--- config.mk ---
export PLATFORM = sky130hd
export DESIGN_NAME = tile_spare_selector
export DESIGN_NICKNAME = d
export VERILOG_FILES = /design/src/rtl/tsel_pkg.sv /design/src/rtl/tsel_tile_gather.sv /design/src/rtl/tsel_defect_encoder.sv /design/src/rtl/tile_spare_selector.sv
export SDC_FILE = /design/constraint.sdc
export NUM_CORES = 1
export LEC_CHECK = 0
export ABC_AREA = 0
export BUFFER_PORTS_ARGS = -buffer_cell sky130_fd_sc_hd__clkbuf_2
export CAP_MARGIN = 20
export CORE_MARGIN = 1.5
export CORE_UTILIZATION = 48
export CTS_CLUSTER_SIZE = 24
export DETAILED_ROUTE_END_ITERATION = 12
export GPL_TIMING_DRIVEN = 1
export PLACE_DENSITY = 0.85
export SLEW_MARGIN = 20
export SYNTH_ARGS = -nofsm -noshare
export SYNTH_HDL_FRONTEND = slang
export SYNTH_SLANG_ARGS = --single-unit
--- constraint.sdc ---
create_clock -name clk -period 4.37 [get_ports clk]
set_input_delay 0.2185 -clock clk [delete_from_list [all_inputs] [get_ports clk]]
set_output_delay 0.2185 -clock clk [all_outputs]
set_load 0.1 [all_outputs]
--- src/rtl/tsel_pkg.sv ---
// Shared types for the tile spare selector.
// Assumes: nothing beyond standard SystemVerilog.
package tsel_pkg;
    typedef enum logic [1:0] {
        ST_IDLE  = 2'd0,
        ST_SCAN  = 2'd1,
        ST_DRAIN = 2'd2
    } scan_state_e;
endpackage

--- src/rtl/tsel_tile_gather.sv ---
// Picks the K*K fault bits of one tile out of the full array map, in
// row-major order inside the tile.
// Assumes: map bit index is row*COLS+col; tile ids are row-major over tiles.
module tsel_tile_gather #(
    parameter int K       = 2,
    parameter int TILES_X = 4,
    parameter int TILES_Y = 4,
    localparam int COLS   = TILES_X * K,
    localparam int ROWS   = TILES_Y * K,
    localparam int NT     = TILES_X * TILES_Y,
    localparam int TW     = (NT > 1) ? $clog2(NT) : 1
) (
    input  logic [ROWS*COLS-1:0] cell_map,
    input  logic [TW-1:0]        tile_id,
    output logic [K*K-1:0]       tile_bits
);
    int tile_x;
    int tile_y;

    // Split the tile id into tile column and tile row.
    always_comb begin
        tile_x = int'(tile_id) % TILES_X;
        tile_y = int'(tile_id) / TILES_X;
    end

    for (genvar r = 0; r < K; r++) begin : g_row
        for (genvar c = 0; c < K; c++) begin : g_col
            assign tile_bits[r*K+c] = cell_map[(tile_y*K + r)*COLS + tile_x*K + c];
        end
    end
endmodule

--- src/rtl/tsel_defect_encoder.sv ---
// Counts faulty cells in a tile and encodes the placement index.
// Zero faults give index 0, one fault gives its position, more give bad.
// Assumes: N_CELL >= 2.
module tsel_defect_encoder #(
    parameter int N_CELL = 4,
    localparam int VW    = $clog2(N_CELL),
    localparam int CW    = $clog2(N_CELL + 1)
) (
    input  logic [N_CELL-1:0] bits,
    output logic [VW-1:0]     variant,
    output logic              bad
);
    logic [CW-1:0] fault_cnt;
    logic [VW-1:0] first_pos;
    logic          found;

    // Count faults and remember the lowest faulty position.
    always_comb begin
        fault_cnt = '0;
        first_pos = '0;
        found     = 1'b0;
        for (int i = 0; i < N_CELL; i++) begin
            if (bits[i]) begin
                fault_cnt = fault_cnt + 1'b1;
                if (!found) first_pos = VW'(i);
                found = 1'b1;
            end
        end
    end

    // Choose the result: a single fault selects its own placement.
    always_comb begin
        bad     = (fault_cnt > CW'(1));
        variant = bad ? '0 : first_pos;
    end
endmodule

--- src/rtl/tile_spare_selector.sv ---
// Scans all tiles in row-major order and streams one placement choice per
// tile through a valid/ready slot, keeping a total of unrepairable tiles.
// Assumes: defect_map is stable from start until done; K >= 2; tiles >= 2.
module tile_spare_selector
    import tsel_pkg::*;
#(
    parameter int K       = 2,
    parameter int TILES_X = 4,
    parameter int TILES_Y = 4,
    localparam int COLS   = TILES_X * K,
    localparam int ROWS   = TILES_Y * K,
    localparam int NT     = TILES_X * TILES_Y,
    localparam int N_CELL = K * K,
    localparam int TW     = $clog2(NT),
    localparam int VW     = $clog2(N_CELL),
    localparam int FW     = $clog2(NT + 1)
) (
    input  logic                 clk,
    input  logic                 rst_n,
    input  logic                 start,
    input  logic [ROWS*COLS-1:0] defect_map,
    output logic                 out_valid,
    input  logic                 out_ready,
    output logic [TW-1:0]        out_tile,
    output logic [VW-1:0]        out_variant,
    output logic                 out_bad,
    output logic                 busy,
    output logic                 done,
    output logic                 any_fail,
    output logic [FW-1:0]        fail_count
);
    scan_state_e       state_q;
    logic [TW-1:0]     tile_q;
    logic [N_CELL-1:0] cur_bits;
    logic [VW-1:0]     enc_variant;
    logic              enc_bad;
    logic              take;
    logic              load;
    logic              last_tile;

    tsel_tile_gather #(.K(K), .TILES_X(TILES_X), .TILES_Y(TILES_Y)) u_gather (
        .cell_map  (defect_map),
        .tile_id   (tile_q),
        .tile_bits (cur_bits)
    );

    tsel_defect_encoder #(.N_CELL(N_CELL)) u_enc (
        .bits    (cur_bits),
        .variant (enc_variant),
        .bad     (enc_bad)
    );

    // Handshake and load conditions for the single output slot.
    always_comb begin
        take      = out_valid && out_ready;
        load      = (state_q == ST_SCAN) && (!out_valid || out_ready);
        last_tile = (tile_q == TW'(NT - 1));
    end

    // Scan sequencer, output slot and fail totals.
    always_ff @(posedge clk) begin
        if (!rst_n) begin
            state_q     <= ST_IDLE;
            tile_q      <= '0;
            out_valid   <= 1'b0;
            out_tile    <= '0;
            out_variant <= '0;
            out_bad     <= 1'b0;
            busy        <= 1'b0;
            done        <= 1'b0;
            any_fail    <= 1'b0;
            fail_count  <= '0;
        end else begin
            if (take) out_valid <= 1'b0;
            case (state_q)
                ST_IDLE: begin
                    if (start) begin
                        state_q    <= ST_SCAN;
                        tile_q     <= '0;
                        busy       <= 1'b1;
                        done       <= 1'b0;
                        any_fail   <= 1'b0;
                        fail_count <= '0;
                    end
                end
                ST_SCAN: begin
                    if (load) begin
                        out_valid   <= 1'b1;
                        out_tile    <= tile_q;
                        out_variant <= enc_variant;
                        out_bad     <= enc_bad;
                        if (enc_bad) begin
                            fail_count <= fail_count + 1'b1;
                            any_fail   <= 1'b1;
                        end
                        if (last_tile) state_q <= ST_DRAIN;
                        else           tile_q  <= tile_q + 1'b1;
                    end
                end
                ST_DRAIN: begin
                    if (take) begin
                        state_q <= ST_IDLE;
                        busy    <= 1'b0;
                        done    <= 1'b1;
                    end
                end
                default: state_q <= ST_IDLE;
            endcase
        end
    end


    hold_stable_chk: assert property (@(posedge clk) disable iff (!rst_n)
        (out_valid && !out_ready) |=> (out_valid && $stable(out_tile) &&
                                       $stable(out_variant) && $stable(out_bad)));


    tile_order_chk: assert property (@(posedge clk) disable iff (!rst_n)
        (out_valid && out_ready) |=> (!out_valid || out_tile == TW'($past(out_tile) + 1'b1)));


    bad_variant_chk: assert property (@(posedge clk) disable iff (!rst_n)
        (out_valid && out_bad) |-> (out_variant == '0));


    done_busy_excl_chk: assert property (@(posedge clk) disable iff (!rst_n)
        !(done && busy));


    valid_needs_busy_chk: assert property (@(posedge clk) disable iff (!rst_n)
        out_valid |-> busy);


    count_bound_chk: assert property (@(posedge clk) disable iff (!rst_n)
        fail_count <= FW'(NT));
endmodule

# After elaboration in Yosys (flattened, before gate mapping)
# Index checks and enable logic that the tools add are counted.
[totals]
register_bits = 22
out_inout_bits = 16
word_cells = 97
[classes]
add_sub_neg = 10
order_cmp = 5
n_eq_ne = 9
muxes = 51
n_reduce_logical = 12
[op_table]
columns = ["op", "n"]
rows = [
  ["32-bit by 8-bit less-than comparator with 1-bit output (second input constant)", 4],
  ["32-bit by 2-bit adder with 32-bit output (second input constant)", 2],
  ["32-bit by 4-bit adder with 32-bit output", 1],
  ["1-bit binary-select mux with 6-bit select", 4],
  ["1-bit 2-to-1 mux", 22],
  ["2-bit 2-to-1 mux", 10],
  ["5-bit 2-to-1 mux", 3],
  ["4-bit 2-to-1 mux", 3],
  ["2-bit != test (second input constant)", 6],
  ["4-bit AND reduction", 3],
  ["5-bit case mux with 2 select lines", 1],
  ["3-bit 2-to-1 mux", 3],
  ["4-bit case mux with 2 select lines", 1],
  ["6-bit by 3-bit adder with 7-bit output", 1],
  ["3-bit by 1-bit adder with 3-bit output (second input constant)", 2],
  ["1-bit case mux with 2 select lines", 3],
  ["2-bit case mux with 3 select lines", 1],
  ["5-bit by 1-bit adder with 5-bit output (second input constant)", 1],
  ["3-bit by 1-bit adder with 4-bit output (second input constant)", 1],
  ["4-bit by 1-bit adder with 4-bit output (second input constant)", 1],
  ["4-bit equality test (second input constant)", 1],
  ["2-bit nonzero test", 2],
  ["3-bit by 1-bit > comparator with 1-bit output (second input constant)", 1],
  ["3-bit AND reduction", 1],
  ["other kinds (8)", 9],
]

# Longest topological paths before layout
[depth]
depth_word = 15
ltp_mapped = 17
mapped_depth_nobuf = 14

# Modules after synthesis
# A second synthesis with hierarchy kept.
[hier_totals]
cells_unflattened = 179
area_unflattened_um2 = 1699.1
[modules_own_cells]
columns = ["mod", "n_inst", "cells_per_inst", "area_per_inst_um2"]
rows = [
  ["tile_spare_selector", 1, 116, 958.4],
  ["tsel_tile_gather", 1, 39, 554.3],
  ["tsel_defect_encoder", 1, 24, 186.4],
]

# Worst setup path before layout
# Ideal clock, no wire load.
[synth_timing]
kind = "reg2reg"
startpoint = "reg tile_q[0]"
endpoint = "reg out_variant[0]"
setup_time_ps = 63
arrival_time_ps = 3707
required_time_ps = 4307
path_slack_ps = 600
path_stages_with_launch = 16
n_path_buf = 2
path_cell_list = "dfxtp_1 -> buf_2 -> buf_1 -> mux4_2 -> mux4_2 -> inv_1 -> ha_1 -> nor2_1 -> o21ai_0 -> o211ai_1 -> ha_1 -> nor2b_4 -> o311a_4 -> nand2_4 -> a211oi_2 -> a32o_1"
[synth_via]
elab_chain_cells = 13
elab_cells_between_ends = 34
cone_classes = "add/sub (7); order compare (1); mux (26)"
[synth_rtl]
columns = ["element", "line", "rtl"]
rows = [
  ["from (decl)", "tile_spare_selector.sv:33", "logic [TW-1:0] tile_q;"],
  ["from (signal assigned)", "tile_spare_selector.sv:97", "else tile_q <= tile_q + 1'b1;"],
  ["parallel branches: the longest is 12 deep, another holds 32-bit by 2-bit adder with 32-bit output", "n/a", ""],
  ["2-bit 2-to-1 mux (*)", "tsel_defect_encoder.sv:34", "variant = bad ? '0 : first_pos;"],
  ["to (signal assigned)", "tile_spare_selector.sv:90", "out_variant <= enc_variant;"],
  ["to (decl)", "tile_spare_selector.sv:25", "output logic [VW-1:0] out_variant,"],
]
# Every way passes the cells marked *. The select of a mux whose other input is x is not followed.
# A chain may end at the register's enable or synchronous reset.

# Final worst setup path
[layout_timing]
startpoint = "reg tile_q[0]"
endpoint = "reg fail_count[4]"
[layout_via]
elab_chain_cells = 14
elab_cells_between_ends = 26
cone_classes = "add/sub (7); order compare (1); eq/ne (1); mux (16); reduce/logical (1)"
[layout_rtl]
columns = ["element", "line", "rtl"]
rows = [
  ["parallel branches: the longest is 10 deep, another holds 32-bit by 2-bit adder with 32-bit output", "n/a", ""],
  ["3-bit 2-to-1 mux (*)", "tsel_defect_encoder.sv:23", "if (bits[i]) begin"],
  ["3-bit by 1-bit > comparator with 1-bit output (*)", "tsel_defect_encoder.sv:33", "bad = (fault_cnt > CW'(1));"],
  ["2-bit != test (no source line) (*)", "n/a", ""],
  ["4-bit AND reduction (no source line) (*)", "n/a", ""],
  ["to (signal assigned)", "tile_spare_selector.sv:93", "fail_count <= fail_count + 1'b1;"],
  ["to (decl)", "tile_spare_selector.sv:30", "output logic [FW-1:0] fail_count"],
]
# Marks and branches as above.

==> impl_metrics.env <==
export IMPL_synth_seq_area_share_pct=23.4
export IMPL_share_clk_of_total_power_pct=22.1
export IMPL_power_per_cell_area_mw_per_mm2=237
export IMPL_grt_start_max_net_pins=22
export IMPL_synth_edff_count=0
export IMPL_combinationalPowerShare_pct=38.7
export IMPL_routed_via_density=5.86
export IMPL_synth_top_family_by_area="multiplexers"
export IMPL_commonest_register_cell_after_synthesis="sky130_fd_sc_hd__dfxtp_1"
export IMPL_slew_headroom_pct=42.9
export IMPL_synth_top_cell_area_share_pct=23.4
export IMPL_worstSetupStartpointType="flip-flop"
export IMPL_syn_instance_count=197
export IMPL_pwr_share_seq_pct=39.2
export IMPL_setup_repair_after_global_routing_missed_its_margin="no"
export IMPL_drt_first_iter_violations=137
export IMPL_synth_area_leader_cell="sky130_fd_sc_hd__dfxtp_1"
export IMPL_finish_net_count=348
export IMPL_areaGrowthSynthToFinish_pct=24.4
export IMPL_die_h_microns=65.6
export IMPL_port_buffers=83
export IMPL_cts_root_buf="sky130_fd_sc_hd__clkbuf_8"
export IMPL_tightest_slew_ns=0.855
export IMPL_proportion_of_synthesized_area_in_mux_cells_pct=27.1
export IMPL_numCtsBuffers=3
export IMPL_async_flop_share_pct=0
export IMPL_post_route_drc_count=0
export IMPL_synth_fp_nets=272
export IMPL_die_area_sq_mm=0.00430
export IMPL_syn_area_sq_mm=0.00188
export IMPL_worstPathRequired_ns=4.52
export IMPL_postSynthRegisterBits=22
export IMPL_grt_antenna_before_repair=0
export IMPL_floorplan_rows=22
export IMPL_slew_violations=0
export IMPL_switching_pwr_w=0.000195
export IMPL_post_synth_main_area_contributors="sky130_fd_sc_hd__dfxtp_1 (23%), sky130_fd_sc_hd__mux4_2 (18%), sky130_fd_sc_hd__mux2i_1 (8.5%), sky130_fd_sc_hd__ha_1 (4.7%), sky130_fd_sc_hd__nor2_1 (3.6%)"
export IMPL_totalWireLength_microns=4530
export IMPL_synth_simple_gate_area_share_pct=17.6
export IMPL_gp_routability_congestion=0.846
export IMPL_die_width_microns=65.6
export IMPL_timing_hold_worst_class="in2reg"
export IMPL_grt_pass1_wl_microns=7530
export IMPL_cap_viol_max_count=0
export IMPL_core_area_sq_mm=0.00372
export IMPL_firstDrtPassIters=4
export IMPL_routedWlPerCell_microns=14.2
export IMPL_cts_hold_buffers=0
export IMPL_num_io_pins=84
export IMPL_cts_resized_gates=0
export IMPL_layoutNonFillerInstCount=319
export IMPL_dp_cells=316
export IMPL_outcome="complete, no violations"
export IMPL_leading_cell_types_by_count_after_synthesis="sky130_fd_sc_hd__dfxtp_1 (22), sky130_fd_sc_hd__nor2_1 (18), sky130_fd_sc_hd__mux2i_1 (16)"
export IMPL_max_freq_mhz=250
export IMPL_p_leak_nw=1.03
export IMPL_final_antenna_net_count=0
export IMPL_initial_utilization_pct=50.6
export IMPL_place_detailed_hpwl_microns=3630
export IMPL_antennaDiodeCount=0
export IMPL_vias_in_the_first_global_route=1812
export IMPL_setup_viol_count_final=0
export IMPL_final_setup_tns_ns=0
export IMPL_cp_end_kind="flip-flop"
export IMPL_ir_worst_vdd_mv=0.239
export IMPL_htreeDepth=1
export IMPL_clock_tree_from_tritoncts="done"
export IMPL_p_int_w=0.000359
export IMPL_clk_path_buf_depth=2
export IMPL_path_class="reg2reg"
export IMPL_avg_synthesized_cell_area_sq_um=9.55
export IMPL_setup_clock_skew_after_layout_ns=0.00361
export IMPL_synth_most_common_cell="sky130_fd_sc_hd__dfxtp_1"
export IMPL_synth_xor_area_share_pct=1.40
export IMPL_synth_warnings=0
export IMPL_synth_distinct_cells=51
export IMPL_num_vias=1868
export IMPL_fill_cells=321
export IMPL_numClockSinks=22
export IMPL_grt_overflow=0
export IMPL_synthesized_area_fraction_occupied_by_ao_oa_aoi_and_oai_cells_pct=20.6
export IMPL_synthAdderAreaFrac_pct=4.66
export IMPL_cts_post_setup_buffers_inserted=0
export IMPL_final_hold_viol_count=0
export IMPL_crit_fanout=21
export IMPL_groute_usage_overall_pct=21.5
export IMPL_clk_latency_ns=0.26
export IMPL_fin_crit_period_ns=4.01
export IMPL_data_arrival_critical_path_ns=4.16
export IMPL_switching_share_pct=35.2
export IMPL_final_layout_size_suffix_gt1_share_pct=41.7
export IMPL_clk_transition_reported_paths_ns=0.07
export IMPL_portion_of_the_clock_cycle_consumed_by_the_worst_path_in_the_final_layout_pct=91.7
-- per-layer routing --
metal / global-route usage, % / part of all wire [%]
met5: 0 / 0
met4: 3.91 / 0.55
met3: 4.28 / 6.5
met2: 41.3 / 53
met1: 24.7 / 39
-- state kept, by name, summed over array words and instances (netlist names) --
| name | count |
|---|---|
| fail_count | 5 |
| out_tile | 4 |
| tile_q | 4 |
| out_variant | 2 |
| state_q | 2 |
| any_fail | 1 |
| busy | 1 |
| done | 1 |
| out_bad | 1 |
| out_valid | 1 |
-- worst paths after layout --
| kind | from | endpoint | slack [ns] | cells past startpoint |
|---|---|---|---|---|
| max | tile_q[0] | fail_count[4] | 0.36 | 14 |
| min | start | state_q[0] | 0.22 | 2 |
| max reg2reg | tile_q[0] | fail_count[4] | 0.36 | 14 |
| min reg2reg | out_bad | out_bad | 0.47 | 2 |
-- through the flow --
step / utilization (%) / setup WS, ns / hold slack (ns) / area [sq um] / total power [W]
4_1_cts: 62.9 / 0.384 / 0.217 / 2340 / 0.000557
6_report: 62.9 / 0.365 / 0.215 / 2340 / 0.000554
2_1_floorplan: - / 0.600 / 0.356 / 1880 / 0.000382
5_1_grt: 62.9 / 0.00369 / 0.212 / 2340 / 0.000584
3_5_place_dp: 61.8 / 0.393 / 0.462 / 2300 / 0.000435
3_3_place_gp: 61.8 / 0.527 / 0.445 / 2300 / 0.000431
-- worst max-delay path, stage by stage (launching register included) --
cell	delay, ns
sky130_fd_sc_hd__dfxtp_1	0.88
sky130_fd_sc_hd__mux4_2	0.61
sky130_fd_sc_hd__mux4_2	0.49
sky130_fd_sc_hd__inv_1	0.11
sky130_fd_sc_hd__ha_1	0.21
sky130_fd_sc_hd__inv_1	0.08
sky130_fd_sc_hd__o211ai_1	0.15
sky130_fd_sc_hd__o211ai_1	0.15
sky130_fd_sc_hd__ha_1	0.29
sky130_fd_sc_hd__nor3_1	0.18
sky130_fd_sc_hd__o21ai_0	0.13
sky130_fd_sc_hd__o311a_4	0.19
sky130_fd_sc_hd__a21oi_1	0.19
sky130_fd_sc_hd__o22ai_1	0.11
sky130_fd_sc_hd__o2bb2ai_1	0.13
-- placed cells by master, fill, tap and decap left out, types with 4 or more instances in the layout --
master and count:
sky130_fd_sc_hd__dfxtp_1 22, sky130_fd_sc_hd__mux2i_1 16, sky130_fd_sc_hd__o21ai_0 9, sky130_fd_sc_hd__inv_1 7, sky130_fd_sc_hd__mux4_2 15, sky130_fd_sc_hd__a31oi_1 4, sky130_fd_sc_hd__nor2_1 18, sky130_fd_sc_hd__a21oi_1 10
sky130_fd_sc_hd__clkbuf_2 83, sky130_fd_sc_hd__o22ai_1 7, sky130_fd_sc_hd__nand2_1 13, sky130_fd_sc_hd__ha_1 7, sky130_fd_sc_hd__nand3_1 5, sky130_fd_sc_hd__nand2b_1 7
-- power by group through the flow --
stage          Combinational (W)  Sequential, W  Clock, W
2_1_floorplan           0.000128       0.000254         0
3_3_place_gp            0.000209       0.000222         0
3_5_place_dp            0.000213       0.000222         0
4_1_cts                 0.000214       0.000218  0.000125
5_1_grt                 0.000231       0.000219  0.000133
6_report                0.000214       0.000217  0.000122
-- area by class of cell --
type / count / area (sq um) / share of cell area, %
clock buffer: 3 / 41.3 / 1.77
inverter: 9 / 33.8 / 1.44
multi-input combinational: 153 / 1340 / 57.3
sequential: 22 / 440 / 18.8
tap: 48 / 60.1 / 2.57
timing repair buffer: 84 / 423 / 18.1
-- cell families after synthesis --
logic type | Yosys count
XOR/XNOR | 3
flip-flops | 22
multiplexers | 32
AND/OR/NAND/NOR | 61
buffers and inverters | 22
AO/OA/AOI/OAI | 50
adder cells (fa/ha/maj) | 7
No activity file was read; power rests on OpenSTA's default activity.
